--- config.mk ---
export PLATFORM = sky130hd
export DESIGN_NAME = los_detector
export DESIGN_NICKNAME = d
export VERILOG_FILES = /design/src/rtl/los_pkg.sv /design/src/rtl/los_sym_decode.sv /design/src/rtl/los_zero_run.sv /design/src/rtl/los_density_window.sv /design/src/rtl/los_ctrl.sv /design/src/rtl/los_detector.sv
export SDC_FILE = /design/constraint.sdc
export NUM_CORES = 1
export LEC_CHECK = 0
export BUFFER_PORTS_ARGS = -buffer_cell sky130_fd_sc_hd__buf_2
export CORE_MARGIN = 1
export CORE_UTILIZATION = 35
export DETAILED_ROUTE_END_ITERATION = 10
export PLACE_DENSITY = 0.59
export SLEW_MARGIN = 20
export SYNTH_ARGS = -nofsm -noshare
export SYNTH_HDL_FRONTEND = slang
export SYNTH_SLANG_ARGS = --single-unit
--- constraint.sdc ---
create_clock -name clk -period 2.8 [get_ports clk]
set_input_delay 0 -clock clk [delete_from_list [all_inputs] [get_ports clk]]
set_output_delay 0 -clock clk [all_outputs]
set_load 0.03 [all_outputs]
--- src/rtl/los_pkg.sv ---
package los_pkg;

   // One received symbol after rail decoding
   typedef struct packed {
      logic mark;
      logic pos;
      logic neg;
   } los_sym_t;

   // Action chosen by the state controller on a given cycle
   typedef enum logic [1:0] {
      LOS_ACT_HOLD    = 2'd0,
      LOS_ACT_DECLARE = 2'd1,
      LOS_ACT_CLEAR   = 2'd2
   } los_act_e;

   // Counter width able to hold the value n
   function automatic int unsigned los_cnt_w(input int unsigned n);
      return (n < 2) ? 1 : $clog2(n + 1);
   endfunction

endpackage

--- src/rtl/los_sym_decode.sv ---
module los_sym_decode
   import los_pkg::*;
#(
   parameter bit BIPOLAR = 1'b1
) (
   input  logic     clk,
   input  logic     rst_n,
   input  logic     bit_en,
   input  logic     rx_pos,
   input  logic     rx_neg,
   output los_sym_t sym,
   output logic     q_pos,
   output logic     q_neg
);

   generate
      if (BIPOLAR) begin : g_bipolar
         // Either rail carrying a pulse counts as a mark
         always_comb begin
            sym.pos  = rx_pos;
            sym.neg  = rx_neg;
            sym.mark = rx_pos | rx_neg;
         end

         always_ff @(posedge clk) begin
            if (!rst_n) begin
               q_pos <= 1'b0;
               q_neg <= 1'b0;
            end else if (bit_en) begin
               q_pos <= rx_pos;
               q_neg <= rx_neg;
            end
         end
      end else begin : g_unipolar
         // Single data line; second rail has no meaning here
         always_comb begin
            sym.pos  = rx_pos;
            sym.neg  = 1'b0;
            sym.mark = rx_pos;
         end

         always_ff @(posedge clk) begin
            if (!rst_n) begin
               q_pos <= 1'b0;
            end else if (bit_en) begin
               q_pos <= rx_pos;
            end
         end

         assign q_neg = 1'b0;
      end
   endgenerate

endmodule

--- src/rtl/los_zero_run.sv ---
module los_zero_run
   import los_pkg::*;
#(
   parameter int unsigned DECL_ZEROS = 175,
   parameter int unsigned MAX_RUN    = 100,
   parameter int unsigned WIN        = 175
) (
   input  logic clk,
   input  logic rst_n,
   input  logic bit_en,
   input  logic mark,
   output logic decl_hit,
   output logic blocked_nxt
);

   localparam int unsigned ZW   = los_cnt_w(DECL_ZEROS);
   localparam int unsigned HOLD = WIN - MAX_RUN;
   localparam int unsigned BW   = los_cnt_w(HOLD);

   logic [ZW-1:0] zr_q, zr_nxt;
   logic [BW-1:0] blk_q, blk_nxt;
   logic          long_ev;

   // Saturating count of consecutive zeros
   always_comb begin
      if (mark)
         zr_nxt = '0;
      else if (zr_q == ZW'(DECL_ZEROS))
         zr_nxt = zr_q;
      else
         zr_nxt = zr_q + ZW'(1);
   end

   assign decl_hit = bit_en && !mark && (zr_nxt >= ZW'(DECL_ZEROS));

   // A bit that ends a zero run longer than MAX_RUN keeps exit blocked
   // until the earliest zero of that run has left the window.
   assign long_ev = bit_en && (zr_nxt > ZW'(MAX_RUN));

   always_comb begin
      if (long_ev)
         blk_nxt = BW'(HOLD);
      else if (bit_en && (blk_q != '0))
         blk_nxt = blk_q - BW'(1);
      else
         blk_nxt = blk_q;
   end

   assign blocked_nxt = (blk_nxt != '0);

   always_ff @(posedge clk) begin
      if (!rst_n) begin
         zr_q  <= '0;
         blk_q <= '0;
      end else begin
         if (bit_en) zr_q <= zr_nxt;
         blk_q <= blk_nxt;
      end
   end

endmodule

--- src/rtl/los_density_window.sv ---
module los_density_window
   import los_pkg::*;
#(
   parameter int unsigned WIN      = 175,
   parameter int unsigned MIN_ONES = 22
) (
   input  logic clk,
   input  logic rst_n,
   input  logic bit_en,
   input  logic mark,
   input  logic restart,
   output logic dense_nxt,
   output logic full_nxt
);

   localparam int unsigned OW = los_cnt_w(WIN);

   logic [WIN-1:0] hist_q;
   logic [OW-1:0]  ones_q, ones_nxt;
   logic [OW-1:0]  obs_q, obs_inc;
   logic           oldest;

   assign oldest = hist_q[WIN-1];

   // Running total of marks in the window: add the newest, drop the oldest
   always_comb begin
      if (bit_en)
         ones_nxt = ones_q + OW'(mark) - OW'(oldest);
      else
         ones_nxt = ones_q;
   end

   assign dense_nxt = (ones_nxt >= OW'(MIN_ONES));

   // Bit periods seen since the last declaration, saturating at WIN
   always_comb begin
      if (bit_en && (obs_q < OW'(WIN)))
         obs_inc = obs_q + OW'(1);
      else
         obs_inc = obs_q;
   end

   assign full_nxt = (obs_inc >= OW'(WIN));

   always_ff @(posedge clk) begin
      if (!rst_n) begin
         hist_q <= '0;
         ones_q <= '0;
         obs_q  <= '0;
      end else begin
         if (bit_en) begin
            hist_q <= {hist_q[WIN-2:0], mark};
         end
         ones_q <= ones_nxt;
         obs_q  <= restart ? '0 : obs_inc;
      end
   end

endmodule

--- src/rtl/los_ctrl.sv ---
module los_ctrl
   import los_pkg::*;
#(
   parameter bit HOST_MODE = 1'b1
) (
   input  logic clk,
   input  logic rst_n,
   input  logic bit_en,
   input  logic gain_max,
   input  logic low_level,
   input  logic decl_hit,
   input  logic full_nxt,
   input  logic dense_nxt,
   input  logic blocked_nxt,
   output logic declare,
   output logic los,
   output logic los_status
);

   los_act_e act;

   assign declare = gain_max || low_level || decl_hit;

   always_comb begin
      if (declare)
         act = LOS_ACT_DECLARE;
      else if (los && bit_en && full_nxt && dense_nxt && !blocked_nxt)
         act = LOS_ACT_CLEAR;
      else
         act = LOS_ACT_HOLD;
   end

   always_ff @(posedge clk) begin
      if (!rst_n) begin
         los <= 1'b1;
      end else begin
         case (act)
            LOS_ACT_DECLARE: los <= 1'b1;
            LOS_ACT_CLEAR:   los <= 1'b0;
            default:         los <= los;
         endcase
      end
   end

   generate
      if (HOST_MODE) begin : g_host
         assign los_status = los;
      end else begin : g_pin_only
         assign los_status = 1'b0;
      end
   endgenerate

endmodule

--- src/rtl/los_detector.sv ---
module los_detector
   import los_pkg::*;
#(
   parameter bit          BIPOLAR    = 1'b1,
   parameter bit          HOST_MODE  = 1'b1,
   parameter int unsigned DECL_ZEROS = 175,
   parameter int unsigned WIN        = 175,
   parameter int unsigned MIN_ONES   = 22,
   parameter int unsigned MAX_RUN    = 100
) (
   input  logic clk,
   input  logic rst_n,
   input  logic bit_en,
   input  logic rx_pos,
   input  logic rx_neg,
   input  logic gain_max,
   input  logic low_level,
   output logic los,
   output logic los_status,
   output logic out_pos,
   output logic out_neg
);

   // Elaboration-time parameter checks
   if (WIN < 2) begin : g_bad_win
      $error("los_detector: WIN must be at least 2");
   end
   if ((MIN_ONES == 0) || (MIN_ONES > WIN)) begin : g_bad_ones
      $error("los_detector: MIN_ONES must lie in 1..WIN");
   end
   if (MAX_RUN >= WIN) begin : g_bad_run
      $error("los_detector: MAX_RUN must be below WIN");
   end
   if (DECL_ZEROS <= MAX_RUN) begin : g_bad_decl
      $error("los_detector: DECL_ZEROS must exceed MAX_RUN");
   end

   los_sym_t sym;
   logic     q_pos, q_neg;
   logic     decl_hit, blocked_nxt;
   logic     dense_nxt, full_nxt;
   logic     declare;

   los_sym_decode #(
      .BIPOLAR (BIPOLAR)
   ) u_decode (
      .clk    (clk),
      .rst_n  (rst_n),
      .bit_en (bit_en),
      .rx_pos (rx_pos),
      .rx_neg (rx_neg),
      .sym    (sym),
      .q_pos  (q_pos),
      .q_neg  (q_neg)
   );

   los_zero_run #(
      .DECL_ZEROS (DECL_ZEROS),
      .MAX_RUN    (MAX_RUN),
      .WIN        (WIN)
   ) u_zero_run (
      .clk         (clk),
      .rst_n       (rst_n),
      .bit_en      (bit_en),
      .mark        (sym.mark),
      .decl_hit    (decl_hit),
      .blocked_nxt (blocked_nxt)
   );

   los_density_window #(
      .WIN      (WIN),
      .MIN_ONES (MIN_ONES)
   ) u_window (
      .clk       (clk),
      .rst_n     (rst_n),
      .bit_en    (bit_en),
      .mark      (sym.mark),
      .restart   (declare),
      .dense_nxt (dense_nxt),
      .full_nxt  (full_nxt)
   );

   los_ctrl #(
      .HOST_MODE (HOST_MODE)
   ) u_ctrl (
      .clk         (clk),
      .rst_n       (rst_n),
      .bit_en      (bit_en),
      .gain_max    (gain_max),
      .low_level   (low_level),
      .decl_hit    (decl_hit),
      .full_nxt    (full_nxt),
      .dense_nxt   (dense_nxt),
      .blocked_nxt (blocked_nxt),
      .declare     (declare),
      .los         (los),
      .los_status  (los_status)
   );

   // Squelch received data while loss is declared
   assign out_pos = q_pos & ~los;
   assign out_neg = q_neg & ~los;

endmodule

==> flow_summary.toml, run 1 <==
[yosys]
synth.avg_cell_area_um2 = 10.35
synthArstFlopShare = 0
synth_mux_area_frac = 0.2112
ys_top_cells_by_area = "dfxtp_1 47%, mux2i_1 21%, nor2b_1 14%"
synthTopCellsByCount = "209 x dfxtp_1, 196 x nor2b_1, 186 x mux2i_1"
yosysTopAreaCell = "dfxtp_1"
synth-compound-area-share = 0.05620
syn-instance-count = 852
syn_nets = 872
synth_edf_count = 0
ys_seq_area_frac = 0.4746
ys_ff_latch = 209
synth_cell_types = 56
synth-simple-area-share = 0.1893
ys_warn_count = 0
yosys.cell_count.top_type = "dfxtp_1"
synth_top_family_by_area = "multiplexers"
synth_top_area_frac = 0.4746
synth_xor_area_frac = 0.01888
synth_flop_cell = "dfxtp_1"
netlist_area_mm2 = 0.008816
synth_fa_ha_area_frac = 0.01930

[global_route]
grt_antenna_before_repair = 0
grt_busiest_layer = "met2"
grt_usage = 0.1074
gr-total-overflow = 0
met2_usage = 0.1684
grt_use_met1 = 0.1425
grt_pass1_wl_mm = 23.78
grt_pass1_vias = 5106
met3_usage = 0.02454
grt_max_degree = 121

[drt]
wirelength_mm = 13.76
vias = 5476
post_drt_wl_per_cell_um = 11.51
viasPerCell = 4.582
drtIter0Drc = 260
first_pass_iters = 4
ant_nets = 0
drc = 0

[critical_path]
slowest_delay_ns = 0.53
path_delay_family = "compound AO/OA/AOI/OAI gates"
r2r_cells = 11
worst-path-max-fanout = 2
worstSetupPathType = "input port to register"
r2r_start = "u_window.hist_q[174]"
cp.buffers_inverters = 5
rrSetupSlack_ns = 0.22
cp.arrival_ns = 3.09
crit_slowest_cell = "dlygate4sd3_1"
crit_chain = "dlygate4sd3_1 -> buf_2 -> or2_2 -> inv_2 -> ha_1 -> inv_1 -> ha_1 -> inv_1 -> fa_2 -> nor2b_2 -> o21ai_0 -> a211oi_1 -> a21oi_1 -> o311a_1 -> a311o_1"
start_kind = "input port"
end_kind = "register"
required_ns = 3.20
r2r_end = "u_ctrl.los"

[place]
place_congestion = 0.8175
dpl-instance-area_mm2 = 0.009170
io_buffers = 10
place.detailed.hpwl_mm = 7.974

[sta]
fmax_mhz = 372.8
final-setup-viol-count = 0
finClkSkew_ns = 0.008703
relSlewSlack = 0.4303
worstMarginPinSlew_ns = 0.8545
final_hold_viol_count = 0
period_needed_ns = 2.683
hold_slack_ns = 0.1098
fin_crit_sh = 0.9580
slew_viol_final = 0
tns_ns = 0

[job]
maxCapViolations = 0

[clocking]
cts_tree = "done"
clk_pin_slew_ns = 0.06
cts_root_buffer = "clkbuf_16"
cts_buffers = 25
cts_htree_levels = 1
clock-sinks = 209
clk-insertion-delay-late_ns = 0.52
cts_buffer_depth = 3

[power_and_ir_drop]
power-per-cell-area_mw_per_mm2 = 724.5
vdd_drop_max_uv = 438.9
p_sw_w = 0.001816
power_frac_clock = 0.430
p_comb_frac = 0.139
pwr-share-seq = 0.431
leakage_nw = 3.958
power_w = 0.007294
netSwitchingFraction = 0.2490
p_int_w = 0.005478

[outcome]
status = "completed"

[hold_path]
worstHoldPathType = "input port to register"
min-delay-start = "gain_max"
worstHoldPathCells = 5
min_to = "u_window.obs_q[4]"

[layout]
fin_nets = 872
drive_above_1_share = 0.08955
final_area_mm2 = 0.01007
area_delta_synth_final_pct = 14.19
nFillCells = 2435
antenna_cells = 0

[floorplan]
core_mm2 = 0.02453
die_h_um = 160.7
die_x_um = 160.7
initial_core_util = 0.3593
die_area_mm2 = 0.02583
num_io_pins = 11
rows = 57
## state kept, by name, summed over array words and instances (netlist names)
| register | count |
|---|---|
| u_ctrl.los | 1 |
| u_decode.q_neg | 1 |
| u_decode.q_pos | 1 |
| u_window.hist_q | 175 |
| u_window.obs_q | 8 |
| u_window.ones_q | 8 |
| u_zero_run.blk_q | 7 |
| u_zero_run.zr_q | 8 |
## power by group through the flow
stage	logic [W]	clock network, W	registers (W)
floorplan	0.000831	0	0.00318
global placement	0.000978	0	0.00320
detailed placement	0.000983	0	0.00320
CTS	0.000995	0.00326	0.00314
global route	0.00115	0.00340	0.00315
finish	0.00101	0.00314	0.00314
## layout by cell type, fill, tap and decap left out, types with 5 or more instances in the layout
master	synthesis	routed
nand3_1	6	5
a21oi_1	16	15
xnor2_1	13	13
a211oi_1	5	5
o21ai_0	13	13
buf_4	1	11
and3_1	6	6
clkbuf_8	0	7
inv_1	16	15
buf_2	5	8
o21a_1	5	5
clkbuf_1	34	5
nor2b_1	196	195
nand2_1	15	15
dfxtp_1	209	208
clkbuf_16	0	25
nor2_1	31	31
xor2_1	6	6
ha_1	12	12
mux2i_1	186	186
nor3_1	7	6
## how the worst max path moves through the flow
| stage | depth (start not counted) | from | slack [ns] | to |
|---|---|---|---|---|
| 2_1_floorplan | 14 | rx_pos | 0.08 | u_ctrl.los |
| 3_5_place_dp | 14 | rx_pos | 0.05 | u_ctrl.los |
| 6_report | 15 | rx_pos | 0.12 | u_ctrl.los |
| 4_1_cts | 15 | rx_pos | 0.03 | u_ctrl.los |
| 5_1_grt | 15 | rx_pos | -0.02 | u_ctrl.los |
| 3_3_place_gp | 14 | rx_pos | 0.06 | u_ctrl.los |
## per-layer routing
layer  share of wire  wire length [µm]
met1            0.51              7049
met2            0.42              5768
met3           0.043               593
met4           0.025               344
met5               0                 0
## per-stage QoR
stage,util,setup slack (ns),cells
global route,0.4103,-0.02318,1195
CTS,0.4091,0.02961,1194
detailed placement,0.3738,0.05036,1144
finish,0.4103,0.1175,1195
global placement,0.3738,0.06266,1144
floorplan,-,0.08103,852
## cell type report
type | count | area (µm²) | share of cell area
repair buffers | 26 | 209.0 | 0.02076
flip-flops and latches | 209 | 4185 | 0.4157
multi-input cells | 574 | 4382 | 0.4352
inverters | 16 | 60.06 | 0.005966
clock buffers | 37 | 740.7 | 0.07358
well taps | 324 | 405.4 | 0.04027
clock inverters | 9 | 85.08 | 0.008451
## tightest hold or removal path, cell delays in order
cell and delay (ns):
buf_2 0.07, nor2_1 0.04, nand2_1 0.06, a21o_1 0.32
nor2_1 0.08
## logic make-up (layout without fill, tap and decap cells)
| logic type | count (synthesis) | after routing |
|---|---|---|
| multiplexers | 186 | 186 |
| buffers and inverters | 69 | 88 |
| AND/OR/NAND/NOR | 284 | 284 |
| flip-flops | 209 | 209 |
| adder cells (fa/ha/maj) | 13 | 13 |
| AO/OA/AOI/OAI | 72 | 72 |
| XOR/XNOR | 19 | 19 |
## repair_timing
action | in CTS | in global routing
endpoints found under the hold margin | 39 | 0
setup buffers | 0 | 1
endpoints found under the setup margin | 0 | 2
resized for setup | 0 | 7
hold buffers | 4 | 0
Power figures use the tool's default switching activity.
==> run 2: changes to the inputs <==
Settings changed: PLACE_DENSITY 0.59 to 0.57.
Clock period 2.8 ns to 2.97 ns, I/O delays scaled along.
==> run 2 against run 1 <==
Highest routed layer unchanged. Critical endpoint unchanged. Sequential power down 6%. Non-clock buffer count down 2. Clock skew down 0.0011 ns. Register-to-register slack better by 0.10 ns. Power down 8.7%. Wire length down 0.28%. Clock power down 12%.
==> flow_summary.toml, run 2 (synthesized netlist as in run 1, its figures left out) <==
[clocking]
clk_pin_slew_ns = 0.06
cts_buffer_depth = 3
clock-sinks = 209
postCtsSetupRepairBufs = 0
cts_buffers = 23
cts_tree = "done"
cts_root_buffer = "clkbuf_16"
cts_htree_levels = 1
clk-insertion-delay-late_ns = 0.50

[floorplan]
die_area_mm2 = 0.02583
initial_core_util = 0.3593
die_h_um = 160.7
num_io_pins = 11
die_x_um = 160.7
core_mm2 = 0.02453
rows = 57

[global_route]
gr-total-overflow = 0
grt_usage = 0.1069
grt_antenna_before_repair = 0
grt_pass1_vias = 5328
grt_max_degree = 184
grt_pass1_wl_mm = 24.16

[layout]
antenna_cells = 0
stdcell_count = 1186
fin_nets = 868
regMostFlops = "u_window.hist_q"
largest_register_ffs = 175
utilization = 0.4069
mostFrequentLayoutCell = "dfxtp_1"
area_delta_synth_final_pct = 13.23
mostFrequentLayoutCells = "209 x dfxtp_1, 195 x nor2b_1, 186 x mux2i_1"
drive_above_1_share = 0.07193

[power_and_ir_drop]
leakage_nw = 3.914
vdd_drop_max_uv = 311.3
power-per-cell-area_mw_per_mm2 = 667.3

[sta]
period_needed_ns = 2.855
finClkSkew_ns = 0.007613
final-setup-viol-count = 0
final_hold_viol_count = 0
hold_slack_ns = 0.1225
slew_viol_final = 0
tns_ns = 0
relSlewSlack = 0.3156
fin_crit_sh = 0.9614
fin_ws_ns = 0.1146
worstMarginPinSlew_ns = 1.027
fmax_mhz = 350.2

[critical_path]
worst-path-max-fanout = 4
start_kind = "input port"
required_ns = 3.36
path_delay_family = "compound AO/OA/AOI/OAI gates"
cp.buffers_inverters = 5
critPathMostFrequentCell = "inv_1"
cp.arrival_ns = 3.24
slowest_delay_ns = 0.53
end_kind = "register"
crit_slowest_cell = "dlygate4sd3_1"
crit_chain = "dlygate4sd3_1 -> buf_2 -> or2_2 -> inv_2 -> ha_2 -> inv_1 -> ha_1 -> inv_1 -> fa_2 -> nor2b_2 -> o21ai_0 -> a211oi_1 -> a21oi_1 -> o311a_1 -> a311o_1"
worstSetupPathType = "input port to register"

[drt]
drtIter0Drc = 253
ant_nets = 0
wirelength_mm = 13.72
vias = 5435
viasPerCell = 4.583
post_drt_wl_per_cell_um = 11.57
first_pass_iters = 4
drc = 0

[outcome]
status = "completed"

[place]
place.detailed.hpwl_mm = 7.643
place_congestion = 0.8255
io_buffers = 10
pre_cts_slack_ns = 0.1406
dp.cells = 1138

[hold_path]
worstHoldPathType = "input port to register"

[job]
maxCapViolations = 0
run 2: cell types whose count changed in the layout (fill, tap and decap cells not counted), moves of 2 or more:
cell	change
clkinvlp_4	-3
dlygate4sd3_1	+5
clkbuf_8	-3
buf_4	-7
clkbuf_16	-2
run 2: routing by layer:
layer	track usage	share of wire
met2	0.1694	0.42
met1	0.1429	0.53
met3	0.02169	0.029
met5	0	0
met4	0.04031	0.024
run 2: worst paths after layout:
path                      startpoint            endpoint  slack (ns)  depth (start not counted)
hold reg to reg   u_window.hist_q[0]  u_window.hist_q[0]        0.51                          2
hold / removal              gain_max   u_window.obs_q[3]        0.12                          5
setup / recovery              rx_pos          u_ctrl.los        0.11                         15
setup reg to reg  u_zero_run.zr_q[0]          u_ctrl.los        0.32                          8
run 2: worst min-delay path: cells and delay by family:
kind                   cells  cell delay, ns
buffers and inverters      1            0.07
AND/OR/NAND/NOR            3            0.19
AO/OA/AOI/OAI              1            0.32
run 2: what timing repair did:
action,in CTS,in global routing
hold buffers,9,0
endpoints found under the setup margin,0,1
gates resized for setup,0,6
hold endpoints to repair,17,0
run 2: layout make-up:
| type | count | area [µm²] |
|---|---|---|
| Fill cell | 2436 | 14550 |
| Multi-Input combinational cell | 574 | 4380 |
| Sequential cell | 209 | 4184 |
| Clock buffer | 33 | 653.1 |
| Tap cell | 324 | 405.4 |
| Timing Repair Buffer | 24 | 215.2 |
| Clock inverter | 6 | 83.83 |
| Inverter | 16 | 60.06 |
run 2: power by group:
part           internal, W  total, W  switching, W
clock network      0.00169   0.00277       0.00108
logic             0.000461  0.000929      0.000469
registers          0.00288   0.00296     0.0000768
run 2: metrics by stage:
step,area [µm²],power (W)
final,9982,0.006661
after global routing,9982,0.007005
after CTS,9965,0.006780
after detailed placement,9138,0.003935
after global placement,9138,0.003939
after floorplan,8816,0.003785
==> run 3: changes to the inputs <==
Settings changed: SYNTH_HIERARCHICAL set to 1.
==> run 3 against run 2 <==
Combinational power rose by 9.8%. Sequential power barely moved. Via count rose by 2.4%. Critical path type is now register to register. Critical endpoint is now u_ctrl/los. Largest cell class unchanged.
==> flow_summary.toml, run 3 <==
[layout]
fin_nets = 885
largest_register_ffs = 175
regArea_mm2 = 0.004185
antenna_cells = 0
final_area_mm2 = 0.01016
area_delta_synth_final_pct = 12.58
drive_above_1_share = 0.07955
stdcell_count = 1210
mostFrequentLayoutCells = "208 x dfxtp_1, 192 x nor2b_1, 186 x mux2i_1"
multi_input_area_mm2 = 0.004513
mostFrequentLayoutCell = "dfxtp_1"
regMostFlops = "u_window/hist_q"
nFillCells = 2486

[sta]
relSlewSlack = 0.5189
final-setup-viol-count = 0
fin_crit_sh = 0.9293
fmax_mhz = 362.3
rsz0062_at_grt = "no"
slew_viol_final = 0
worstMarginPinSlew_ns = 0.7216
finClkSkew_ns = 0.009743
hold_slack_ns = 0.05412
final_hold_viol_count = 0
period_needed_ns = 2.760
tns_ns = 0

[power_and_ir_drop]
p_sw_w = 0.001715
power-per-cell-area_mw_per_mm2 = 666.7
p_int_w = 0.005056
p_comb_frac = 0.150
pwr-share-seq = 0.437
vdd_drop_max_uv = 322.9
leakage_nw = 3.946
power_w = 0.006771
power_frac_clock = 0.413
netSwitchingFraction = 0.2533

[global_route]
grt_usage = 0.1054
grt_pass1_wl_mm = 23.98
grt_pass1_vias = 5226
gr-total-overflow = 0
grt_antenna_before_repair = 0
grt_max_degree = 147

[drt]
post_drt_wl_per_cell_um = 11.51
first_pass_iters = 5
drc = 0
dr.max_layer_used = "met4"
wirelength_mm = 13.93
drtIter0Drc = 431
vias = 5564
wl_met1_mm = 7.153
wl_met3_um = 473
ant_nets = 0
wl_met2_mm = 5.951
viasPerCell = 4.598

[place]
io_buffers = 10
place_congestion = 0.7808
dpl-instance-area_mm2 = 0.009285
dp.cells = 1160
place.detailed.hpwl_mm = 7.926

[floorplan]
core_mm2 = 0.02525
rows = 58
die_h_um = 162.5
initial_core_util = 0.3572
die_area_mm2 = 0.02642
num_io_pins = 11
die_x_um = 162.5

[yosys]
syn-instance-count = 872
netlist_area_mm2 = 0.009021
syn_nets = 892
synth.avg_cell_area_um2 = 10.35
ys_warn_count = 6

[critical_path]
worstSetupPathType = "register to register"
crit_chain = "ha_4 -> xnor2_1 -> nor4b_1 -> o311ai_0 -> a21oi_1 -> or3_4 -> dlygate4sd3_1 -> a211o_1"
crit_slowest_cell = "dlygate4sd3_1"
required_ns = 3.36
end_kind = "register"
worst-path-max-fanout = 9
start_kind = "register"
path_delay_family = "compound AO/OA/AOI/OAI gates"
cp.arrival_ns = 3.15
cp.buffers_inverters = 1
slowest_delay_ns = 0.56

[clocking]
clk-insertion-delay-late_ns = 0.51
cts_buffers = 23
cts_root_buffer = "clkbuf_16"
cts_tree = "done"
cts_htree_levels = 1
cts_buffer_depth = 3
clock-sinks = 209
clk_pin_slew_ns = 0.06

[outcome]
status = "completed"

[hold_path]
worstHoldPathType = "input port to register"

[job]
maxCapViolations = 0
[run 3: through the flow]
step	setup WS (ns)	utilization
finish	0.2099	0.4022
global route	0.01419	0.4022
CTS	0.07261	0.4014
detailed placement	0.2481	0.3677
global placement	0.2963	0.3677
floorplan	0.4616	-
[run 3: final timing paths]
path | slack, ns | startpoint | cells after the start | to
setup / recovery | 0.21 | u_zero_run/zr_q[1] | 8 | u_ctrl/los
hold / removal | 0.05 | gain_max | 4 | u_window/obs_q[6]
setup reg to reg | 0.21 | u_zero_run/zr_q[1] | 8 | u_ctrl/los
hold reg to reg | 0.51 | u_window/hist_q[135] | 2 | u_window/hist_q[136]
[run 3: power groups by stage]
| stage | clock, W | sequential, W | combinational (W) |
|---|---|---|---|
| 2_1_floorplan | 0 | 0.00299 | 0.000879 |
| 3_3_place_gp | 0 | 0.00302 | 0.00101 |
| 3_5_place_dp | 0 | 0.00302 | 0.00100 |
| 4_1_cts | 0.00292 | 0.00295 | 0.00102 |
| 5_1_grt | 0.00301 | 0.00296 | 0.00113 |
| 6_report | 0.00280 | 0.00296 | 0.00102 |
[run 3: timing repair]
item | 4_1_cts | 5_1_grt
endpoints found under the setup margin | 0 | 1
endpoints found under the hold margin | 45 | 0
buffers inserted | 0 | 0
resized for setup | 0 | 4
hold buffers | 10 | 0
[run 3: final cells by class]
cell class	count	area share
Sequential cell	209	0.4121
Multi-Input combinational cell	589	0.4444
Tap cell	330	0.04066
Inverter	16	0.005914
Timing Repair Buffer	26	0.02291
Clock inverter	10	0.01183
Clock buffer	30	0.06222
[run 3: tightest hold or removal path, cell delays in order]
cell      delay [ns]
buf_2           0.08
or3_4           0.11
nand2b_1        0.26
nor2_1          0.06
[run 3: per-layer routing]
layer	vias to the layer above	track usage
li1	2960	-
met1	2522	0.1368
met2	56	0.1740
met3	26	0.01935
met4	0	0.03823
met5	-	0
